`src/rtl/rx_fifo_host_port.sv`:
```
module rx_fifo_host_port #(
  parameter int DEPTH = 32,
  parameter int AW = 5,
  parameter logic [AW-1:0] DATA_ADDR = 5'd0,
  parameter logic [AW-1:0] STAT_ADDR = 5'd6,
  parameter int CW = $clog2(DEPTH + 1)
) (
  input  logic          clk,
  input  logic          rst_n,
  input  logic          mac_we,
  input  logic [7:0]    mac_byte,
  input  logic          mac_last,
  input  logic [31:0]   frame_stat,
  input  logic          host_cs,
  input  logic          host_rd,
  input  logic [AW-1:0] host_addr,
  input  logic [CW-1:0] rx_wmark,
  input  logic          burst_mode,
  output logic [7:0]    host_rdata,
  output logic          eof_out,
  output logic          eof_oe,
  output logic          rd_req,
  output logic          underflow
);
  localparam int PW = $clog2(DEPTH);

  logic [8:0]    mem [DEPTH];
  logic [PW-1:0] rptr, wptr;
  logic [CW-1:0] count;
  logic          in_st, pop_last;
  logic [1:0]    st_idx;
  logic [31:0]   st_word;

  wire       empty   = (count == '0);
  wire       full    = (count == CW'(DEPTH));
  wire       rd_cyc  = host_cs && host_rd;
  wire       data_rd = rd_cyc && (host_addr == DATA_ADDR);
  wire       reg_rd  = rd_cyc && (host_addr == STAT_ADDR);
  wire       stat_rd = in_st && (data_rd || reg_rd);
  wire       pop     = data_rd && !in_st && !empty;
  wire       push    = mac_we && !full;
  wire [8:0] head    = mem[rptr];

  always_ff @(posedge clk)
    if (push) mem[wptr] <= {mac_last, mac_byte};

  always_ff @(posedge clk or negedge rst_n) begin
    if (!rst_n) begin
      rptr <= '0; wptr <= '0; count <= '0;
      in_st <= 1'b0; st_idx <= '0; st_word <= '0; pop_last <= 1'b0;
      host_rdata <= '0; eof_out <= 1'b0; eof_oe <= 1'b0; underflow <= 1'b0;
    end else begin
      if (push) wptr <= wptr + 1'b1;
      if (pop)  rptr <= rptr + 1'b1;
      count    <= count + CW'(push) - CW'(pop);
      pop_last <= pop && head[8];
      eof_oe   <= pop;
      eof_out  <= pop && head[8];
      if (pop) begin
        host_rdata <= head[7:0];
        if (head[8]) begin
          in_st   <= 1'b1;
          st_idx  <= '0;
          st_word <= frame_stat;
        end
      end else if (stat_rd) begin
        host_rdata <= st_word[st_idx*8 +: 8];
        st_idx     <= st_idx + 1'b1;
        if (st_idx == 2'd3) in_st <= 1'b0;
      end else if (rd_cyc) begin
        host_rdata <= '0;
        if (data_rd) underflow <= 1'b1;
      end
    end
  end

  wire hit = (count >= rx_wmark);

  always_ff @(negedge clk or negedge rst_n) begin
    if (!rst_n)          rd_req <= 1'b0;
    else if (!burst_mode) rd_req <= hit;
    else if (rd_req)     rd_req <= !(empty || pop_last);
    else                 rd_req <= hit && !pop_last;
  end

  assert_count_bound_R2: assert property (@(posedge clk) disable iff (!rst_n)
    count <= CW'(DEPTH));
  assert_eof_on_last_R3: assert property (@(posedge clk) disable iff (!rst_n)
    (pop && head[8]) |=> (eof_out && eof_oe && in_st));
  assert_status_holds_data_R4: assert property (@(posedge clk) disable iff (!rst_n)
    (in_st && data_rd) |=> (!eof_oe && rptr == $past(rptr)));
  assert_status_exit_R5: assert property (@(posedge clk) disable iff (!rst_n)
    (stat_rd && st_idx == 2'd3) |=> !in_st);
  assert_underflow_sticky_R8: assert property (@(posedge clk) disable iff (!rst_n)
    underflow |=> underflow);
endmodule

```
`config.mk`:
```
export PLATFORM = sky130hd
export DESIGN_NAME = rx_fifo_host_port
export DESIGN_NICKNAME = d
export VERILOG_FILES = /design/src/rtl/rx_fifo_host_port.sv
export SDC_FILE = /design/constraint.sdc
export NUM_CORES = 1
export LEC_CHECK = 0
export CORE_MARGIN = 2
export CORE_UTILIZATION = 55
export CTS_BUF_LIST = sky130_fd_sc_hd__clkbuf_8
export CTS_CLUSTER_DIAMETER = 200
export DETAILED_ROUTE_END_ITERATION = 16
export PLACE_DENSITY = 0.74
export SETUP_SLACK_MARGIN = 0.3
export SLEW_MARGIN = 15
export SYNTH_ARGS = -nofsm -noshare
export SYNTH_HDL_FRONTEND = slang
export SYNTH_SLANG_ARGS = --single-unit
```
`constraint.sdc`:
```
create_clock -name clk -period 3.2 [get_ports clk]
set_input_delay 0.64 -clock clk [delete_from_list [all_inputs] [get_ports clk]]
set_output_delay 0.64 -clock clk [all_outputs]
set_load 0.05 [all_outputs]
```
==> metrics, run 1 <==
Skew-Pair Late Insertion Delay=0.57 ns; max_cap viols=0; Synth cell types=43; vias in the first global route=7862; leading cell type in the layout, fill and taps excluded=edfxtp_1; highest-count cells in the layout ignoring fill and taps=edfxtp_1 (288), mux4_2 (78), clkdlybuf4s50_1 (63), dfrtp_1 (60), clkbuf_8 (58); clock sinks=351; GRT Total Usage=0.217; Antenna Nets Post-Route=0; WS Path Type=reg -> out; final worst slack=-0.180 ns; Register Area=between 0.01 and 0.015 mm²; Seq/Total Area, Yosys=0.724; CTS tree=built; final hold viol count=0; Slowest-stage cell, CP=dfrtn_1; crit start category=flop; Worst Path Buf+Inv=1; Worst R2R Setup Slack=0.14 ns; post-synthesis register bit count=351; Logic pwr share=0.180; worst-path fanout max=2; Switching Share=0.261; min-delay worst type=in -> async; RSZ-0062 raised after global routing=yes; DR vias=around 7300; arrival time at the worst endpoint=between 2 and 3 ns; # IOs=70; Internal=7.93 mW; Max clock buf depth=3; Final #Nets=roughly 970; Avg WL per Cell=22.4 µm; Top Family by Delay on Critical Path=flip-flops; post-route design area=0.0165 mm²; pins over their slew limit=0; post-DP HPWL=around 18000 µm; failing checks=setup timing; post-placement cell area=between 0.015 and 0.02 mm²; Buffers on Ports=69; Post-Syn Area=0.0141 mm²; RR Endpoint=rd_req; met2 usage=0.356; r2r worst-path depth=7; pwr/cell area=651 mW/mm²; Synth warnings=0; n_diodes=0; clock share of power=0.301; Via density=5.81; Reg power frac=0.519; Avg Cell Area, Syn=19.0 µm²; Chip Width=~160 µm; Peak VDD IR=approximately 0.00044 V; Post-Route Skew=0.0334 ns; first-pass GRT wire length=43800 µm; number of flops mapped to enable cells by yosys=288; Rel. slew slack=0.472; Power Total=10.7 mW; total negative slack=-0.180 ns; Worst-path clk slew=0.06 ns; Mapped Nets=821; Syn Inst Count=about 740; CP peak stage delay=around 0.46 ns; Lkg Pwr=5.86 nW; met3 usage=0.0530; GR peak layer=met2; fill cell count=1648; Congestion Overflow GR=0; initial core utilization=0.561; Layout area overhead=16.8%; DRC Markers=0; async set-reset flop share out of synthesis=0.179; antenna violations before repair=0; status=finished, violations left; largest net degree at the start of global routing=63; Main synth FF type=edfxtp_1; CTS buffer count=54; layout cell share with drive strength beyond 1=0.269; Initial DRC Count=approximately 640; Critical Path RT=2.56 ns; CP Cell Sequence=buf_12; H-tree levels=2; Root Driver=clkbuf_8; CORE AREA=~0.025 mm²; Die H=164 µm; CP Capture Type=primary output; die area=~0.027 mm²; Std-Cell Rows=58; Multi-input gate area=0.00371 mm²; # setup viols final=1; Pre-antenna DRT Iters=5; hold buffers post-CTS=0; worst r2r src=count[0]; Worst-Margin Slew=0.792 ns; gp weighted congestion=0.824; grt met1 use=0.290; Routed WL=about 28000 µm; Sw Pwr=between 2 and 3 mW
==> cell type report <==
type,count,area share
inverter,17,0.00387
tap,330,0.0250
clock buffer,58,0.0484
sequential,351,0.620
multi-input combinational,341,0.225
clock inverter,36,0.00842
timing repair buffer,127,0.0689
==> how the worst max path moves through the flow <==
stage,to,start,slack [ns],cells past startpoint
2_1_floorplan,rd_req,rx_wmark[0],0.03,6
3_3_place_gp,rd_req,rx_wmark[0],-0.53,7
3_5_place_dp,rd_req,rx_wmark[0],-0.52,7
4_1_cts,rd_req,rd_req,-0.20,1
5_1_grt,rd_req,rd_req,-0.21,1
6_report,rd_req,rd_req,-0.18,1
==> stage by stage <==
| step | util | std cells | hold slack (ns) | worst slack [ns] |
|---|---|---|---|---|
| after floorplan | - | 742 | 0.344 | 0.0326 |
| after global placement | 0.616 | 1164 | 0.471 | -0.525 |
| after detailed placement | 0.616 | 1164 | 0.468 | -0.516 |
| after CTS | 0.654 | 1260 | 0.280 | -0.197 |
| after global routing | 0.655 | 1260 | 0.332 | -0.214 |
| final | 0.655 | 1260 | 0.273 | -0.180 |
==> sequential cells by signal (all words and copies together), names as in the netlist <==
name,count
rptr,5
in_st,1
host_rdata,8
st_word,32
underflow,1
mem,288
wptr,5
rd_req,1
count,6
eof_oe,1
st_idx,2
pop_last,1
==> logic make-up after synthesis <==
kind of cell,after synthesis,share of synthesized area
and+or+nand+nor,118,0.0393
AOI/OAI and AO/OA,58,0.0276
muxes,131,0.165
xor gates and xnor gates,13,0.00806
buffers and inverters,50,0.0166
adders and majority gates,21,0.0191
DFF,351,0.724
==> power by group through the flow <==
| stage | Combinational (mW) | Sequential (mW) | Clock (mW) |
|---|---|---|---|
| 2_1_floorplan | 1.36 | 5.54 | 0 |
| 3_3_place_gp | 1.83 | 5.64 | 0 |
| 3_5_place_dp | 1.90 | 5.66 | 0 |
| 4_1_cts | 1.93 | 5.57 | 3.31 |
| 5_1_grt | 2.11 | 5.60 | 3.52 |
| 6_report | 1.93 | 5.57 | 3.23 |
==> layer usage <==
| layer | up-vias | wire, µm |
|---|---|---|
| met5 | - | 0 |
| met3 | 53 | 1920 |
| met1 | 3770 | 11600 |
| li1 | 3251 | - |
| met4 | 0 | 669 |
| met2 | 249 | 14000 |
==> what timing repair did <==
item                                    4_1_cts  5_1_grt
setup buffers                                 2        0
pin swaps                                     7       10
endpoints found under the setup margin       10        2
resized for setup                             4        7
==> synthesized netlist by cell type, types with 4 or more instances <==
cell,number,area share
buf_2,7,0.0025
a211oi_1,8,0.0043
dfrtp_1,62,0.11
nand4_1,6,0.0027
nand3b_1,4,0.0021
xor2_1,5,0.0031
xnor2_1,8,0.0050
nor2_1,42,0.011
buf_4,4,0.0021
inv_1,17,0.0045
clkbuf_1,15,0.0040
o22ai_1,16,0.0071
nand3_1,15,0.0053
o21ai_0,5,0.0018
edfxtp_1,288,0.61
mux2i_1,18,0.013
mux2_2,33,0.026
mux4_2,78,0.12
buf_1,4,0.0011
ha_1,20,0.018
nand2_1,28,0.0074
a21o_1,4,0.0021
nor2b_1,11,0.0049
a21oi_1,14,0.0050
Power figures use the tool's default switching activity.
==> inputs of run 2 (changes only) <==
--- a/config.mk
+++ b/config.mk
@@ -10,7 +10,8 @@
 export CTS_BUF_LIST = sky130_fd_sc_hd__clkbuf_8
 export CTS_CLUSTER_DIAMETER = 200
 export DETAILED_ROUTE_END_ITERATION = 16
-export PLACE_DENSITY = 0.74
+export DONT_BUFFER_PORTS = 1
+export PLACE_DENSITY = 0.7
 export SETUP_SLACK_MARGIN = 0.3
 export SLEW_MARGIN = 15
 export SYNTH_ARGS = -nofsm -noshare
==> run 2 against run 1 <==
Compared with the run above:
- the run still ends with setup timing left
- utilization fell by 2.9 points
- clock power rose by 3%
- sequential share of layout area grew 2.8 points
- first-iteration DRC count is 19% lower
- global-route usage decreased by 0.62 points
- register-to-register slack worse by 0.02 ns
- final cell count decreased by 6.0%
- setup slack worse by 0.12 ns
- design area down 4.4%
- via count down 4.2%
- total power shrank 0.86%
==> metrics, run 2 (synthesis gave the netlist of run 1 again) <==
Worst Hold Margin=0.162 ns (was 0.273 ns); gp weighted congestion=0.891 (was 0.824); post-DP HPWL=17900 µm (was 18400 µm); die area=0.0270 mm² (unchanged); Initial DRC Count=517 (was 636); WS Path Type=reg -> out (unchanged); arrival time at the worst endpoint=2.86 ns (was 2.74 ns); initial core utilization=0.561 (unchanged); Max clock buf depth=3 (unchanged); Die H=164 µm (unchanged); GRT Total Usage=0.211 (was 0.217); CORE AREA=0.0252 mm² (unchanged); CP Capture Type=primary output (unchanged); DR vias=7016 (was 7323); Lkg Pwr=5.56 nW (was 5.86 nW); worst-path fanout max=4 (was 2); Critical Path Stages=0 (was 1); max_cap viols=0 (unchanged); RSZ-0062 raised after global routing=yes (unchanged); hold depth=0; largest net degree at the start of global routing=63 (unchanged); pwr/cell area=674 mW/mm² (was 651 mW/mm²); Pre-antenna DRT Iters=5 (unchanged); Internal=7.91 mW (was 7.93 mW); Peak VDD IR=0.000427 V (was 0.000439 V); Worst-path clk slew=0.06 ns (about the same); Post-Route Skew=0.0301 ns (was 0.0334 ns); status=finished, violations left (unchanged); # IOs=70 (unchanged); Via density=5.93 (was 5.81); n_diodes=0 (unchanged); antenna violations before repair=0 (unchanged); post-route design area=0.0158 mm² (was 0.0165 mm²); CTS buffer count=55 (was 54); final hold viol count=0 (unchanged); Switching Share=0.256 (was 0.261); min-delay worst type=in -> reg (was in -> async); Sw Pwr=2.73 mW (was 2.80 mW); failing checks=setup timing (unchanged); Avg WL per Cell=23.3 µm (was 22.4 µm); Antenna Nets Post-Route=0 (unchanged); fill cell count=1767 (was 1648); non-filler cells in the finished layout=1184 (was 1260); leading cell type in the layout, fill and taps excluded=edfxtp_1 (unchanged); max FFs per register=288 (unchanged); Buffers on Ports=0 (was 69); largest registers=mem: 288 flops, st_word: 32 flops, host_rdata: 8 flops (unchanged); Logic pwr share=0.160 (was 0.180); pins over their slew limit=0 (unchanged); placed insts=1081 (was 1164); crit start category=flop (unchanged); Top reg by flops=mem (unchanged); Reg power frac=0.526 (was 0.519); first-pass GRT wire length=41800 µm (was 43800 µm); Skew-Pair Late Insertion Delay=0.55 ns (was 0.57 ns); DRC Markers=0 (unchanged); Layout area overhead=11.7% (was 16.8%); Routed WL=27600 µm (was 28200 µm); Root Driver=clkbuf_8 (unchanged); vias in the first global route=7385 (was 7862); clock share of power=0.314 (was 0.301); r2r worst-path depth=7 (unchanged); Chip Width=164 µm (unchanged); post-placement cell area=0.0147 mm² (was 0.0155 mm²); Worst-Margin Slew=0.875 ns (was 0.792 ns); Final #Nets=890 (was 971); final worst slack=-0.301 ns (was -0.180 ns); Std-Cell Rows=58 (unchanged); CTS tree=built (unchanged); Critical Path RT=2.56 ns (about the same); clock sinks=351 (unchanged); layout cell share with drive strength beyond 1=0.278 (was 0.269); H-tree levels=2 (unchanged); # setup viols final=1 (unchanged); highest-count cells in the layout ignoring fill and taps=edfxtp_1 (288), mux4_2 (78), clkbuf_8 (61), dfrtp_1 (60) (was edfxtp_1 (288), mux4_2 (78), clkdlybuf4s50_1 (63), dfrtp_1 (60), clkbuf_8 (58)); final core utilization=0.627 (was 0.655); Congestion Overflow GR=0 (unchanged); Rel. slew slack=0.415 (was 0.472)
-- run 2: layer usage --
metal  track usage  routed length [µm]
met5             0                   0
met4        0.0825                 884
met1         0.289               11500
met2         0.338               13400
met3        0.0427                1870
-- run 2: repair_timing --
action                                 4_1_cts  5_1_grt
setup endpoints to repair                    2        2
resized for setup                            2        0
hold buffers                                 2        0
buffers inserted                             1        0
endpoints found under the hold margin       62        0
-- run 2: cell type report --
type	count	area (µm²)	area share
Clock buffer	61	840	0.0532
Sequential cell	351	10200	0.648
Inverter	17	63.8	0.00404
Multi-Input combinational cell	341	3700	0.235
Clock inverter	39	156	0.00991
Tap cell	330	413	0.0262
Timing Repair Buffer	45	373	0.0236
-- run 2: worst paths after layout --
check | from | endpoint | slack (ns)
worst max-delay path | rd_req | rd_req | -0.30
worst min-delay path | mac_byte[1] | mem[6][1] | 0.16
worst max register to register | count[0] | rd_req | 0.12
worst min register to register | st_word[17] | st_word[17] | 0.50
max in group asynchronous | rst_n | rd_req | 1.80
min in group asynchronous | rst_n | host_rdata[5] | 0.61
-- run 2: stage by stage --
| stage | total power, mW | worst slack (ns) | TNS, ns |
|---|---|---|---|
| after floorplan | 6.91 | 0.0326 | 0 |
| after global placement | 7.30 | -0.0476 | -0.0476 |
| after detailed placement | 7.38 | -0.0698 | -0.0698 |
| after CTS | 10.8 | -0.324 | -0.324 |
| after global routing | 11.1 | -0.334 | -0.334 |
| final | 10.6 | -0.301 | -0.301 |
-- run 2: worst register-to-register path: stages (launching register included) --
cell	delay, ns
dfrtp_1	0.38
inv_2	0.07
ha_4	0.20
nand2b_4	0.13
a21o_1	0.15
a21o_1	0.16
a21oi_2	0.13
o21ai_1	0.09
-- run 2: power by group through the flow --
stage | clock, mW | combinational, mW | sequential, mW
finish | 3.34 | 1.70 | 5.60
global route | 3.63 | 1.87 | 5.63
CTS | 3.43 | 1.73 | 5.60
detailed placement | 0 | 1.68 | 5.70
global placement | 0 | 1.63 | 5.67
floorplan | 0 | 1.36 | 5.54
==> inputs of run 3 (changes only) <==
==> constraint.sdc (replaced) <==
create_clock -name clk -period 3.2 [get_ports clk]
set_input_delay 0.64 -clock clk [delete_from_list [all_inputs] [get_ports clk]]
set_output_delay 0.64 -clock clk [all_outputs]
set_load 0.01 [all_outputs]
==> run 3 against run 2 <==
Compared with the run above:
- non-clock buffer count is the same
- highest routed layer unchanged
- first-iteration DRC count grew 15%
- critical endpoint unchanged
- largest power group unchanged
- sequential share of layout area is essentially flat
- the run still ends with setup timing left
- clock skew grew 0.0071 ns
- critical path type unchanged
==> metrics, run 3 (synthesis gave the netlist of run 1 again) <==
Peak VDD IR=0.000397 V (was 0.000427 V); Final #Nets=889 (was 890); final hold viol count=0 (unchanged); min-delay worst type=in -> reg (unchanged); max FFs per register=288 (unchanged); die area=0.0270 mm² (unchanged); post-route design area=0.0158 mm² (about the same); Buffers on Ports=0 (unchanged); Avg WL per Cell=24.2 µm (was 23.3 µm); crit start category=flop (unchanged); Worst-path clk slew=0.06 ns (about the same); first-pass GRT wire length=43500 µm (was 41800 µm); Die H=164 µm (unchanged); Routed WL=28600 µm (was 27600 µm); worst-path fanout max=4 (unchanged); post-DP HPWL=18400 µm (was 17900 µm); Skew-Pair Late Insertion Delay=0.56 ns (was 0.55 ns); vias in the first global route=7502 (was 7385); Worst Hold Margin=0.165 ns (was 0.162 ns); largest registers=mem: 288 flops, st_word: 32 flops, host_rdata: 8 flops (unchanged); Layout area overhead=11.7% (about the same); CTS tree=built (unchanged); Congestion Overflow GR=0 (unchanged); CTS buffer count=54 (was 55); # IOs=70 (unchanged); Root Driver=clkbuf_8 (unchanged); Lkg Pwr=5.51 nW (was 5.56 nW); CP Capture Type=primary output (unchanged); DRC Markers=0 (unchanged); failing checks=setup timing (unchanged); Post-Route Skew=0.0371 ns (was 0.0301 ns); fill cell count=1741 (was 1767); Chip Width=164 µm (unchanged); max_cap viols=0 (unchanged); # setup viols final=1 (unchanged); pins over their slew limit=0 (unchanged); Multi-input gate area=0.00370 mm² (about the same); GRT Total Usage=0.218 (was 0.211); Rel. slew slack=0.445 (was 0.415); placed insts=1080 (was 1081); largest net degree at the start of global routing=63 (unchanged); pwr/cell area=678 mW/mm² (was 674 mW/mm²); antenna violations before repair=0 (unchanged); highest-count cells in the layout ignoring fill and taps=edfxtp_1 (288), mux4_2 (78), dfrtp_1 (60), clkbuf_8 (57), nor2_1 (42) (was edfxtp_1 (288), mux4_2 (78), clkbuf_8 (61), dfrtp_1 (60)); Worst R2R Setup Slack=0.11 ns (was 0.12 ns); arrival time at the worst endpoint=2.62 ns (was 2.86 ns); DR vias=7090 (was 7016); final worst slack=-0.0597 ns (was -0.301 ns); Worst-Margin Slew=0.830 ns (was 0.875 ns); initial core utilization=0.561 (unchanged); gp weighted congestion=0.879 (was 0.891); leading cell type in the layout, fill and taps excluded=edfxtp_1 (unchanged); status=finished, violations left (unchanged); Max clock buf depth=3 (unchanged); Pre-antenna DRT Iters=4 (was 5); layout cell share with drive strength beyond 1=0.279 (was 0.278); Critical Path RT=2.56 ns (about the same); Initial DRC Count=593 (was 517); Power Total=10.7 mW (was 10.6 mW); Register Area=0.0102 mm² (unchanged); non-filler cells in the finished layout=1182 (was 1184); RSZ-0062 raised after global routing=yes (unchanged); n_diodes=0 (unchanged); CORE AREA=0.0252 mm² (unchanged); Via density=6.00 (was 5.93); H-tree levels=2 (unchanged); WS Path Type=reg -> out (unchanged); Std-Cell Rows=58 (unchanged); Antenna Nets Post-Route=0 (unchanged); Top reg by flops=mem (unchanged); clock sinks=351 (unchanged); post-placement cell area=0.0147 mm² (about the same)
==> run 3: changes by cell type in the layout (fill, tap and decap cells not counted), sizes merged <==
cell,change
clkinv,+13
bufinv,+1
inv,-12
clkbuf,-4
==> run 3: worst paths after layout <==
check,depth (start not counted),to,start
worst min-delay path,0,mem[2][3],mac_byte[3]
worst max-delay path,0,rd_req,rd_req
worst min register to register,1,st_word[16],st_word[16]
worst max register to register,7,rd_req,count[0]
min in group asynchronous,2,underflow,rst_n
max in group asynchronous,0,rd_req,rst_n
==> run 3: cell type report <==
class,instances,area share
Sequential cell,351,0.648
Multi-Input combinational cell,341,0.235
Clock buffer,57,0.0497
Tap cell,330,0.0262
Timing Repair Buffer,45,0.0244
Clock inverter,41,0.0123
Inverter,17,0.00405
==> run 3: power by group <==
part	total, mW	internal [mW]	switching (mW)
sequential	5.56	5.32	0.244
combinational	1.76	0.875	0.885
clock	3.37	1.72	1.65
==> run 3: repair_timing <==
item / 4_1_cts / 5_1_grt
setup endpoints to repair: 2 / 3
pin swaps: 0 / 1
resized for setup: 2 / 1
buffers inserted: 1 / 1
hold endpoints to repair: 62 / 0
hold buffers: 2 / 0
==> run 3: routing by layer <==
layer	global-route usage	share of wire
met5	0	0
met4	0.0730	0.026
met3	0.0477	0.069
met2	0.351	0.49
met1	0.301	0.41
==> run 3: per-stage QoR <==
step                TNS, ns   util  setup slack [ns]
detailed placement  -0.0491  0.585           -0.0491
global route        -0.0897  0.626           -0.0897
global placement    -0.0411  0.585           -0.0411
floorplan                 0      -            0.0326
finish              -0.0597  0.626           -0.0597
CTS                 -0.0797  0.626           -0.0797
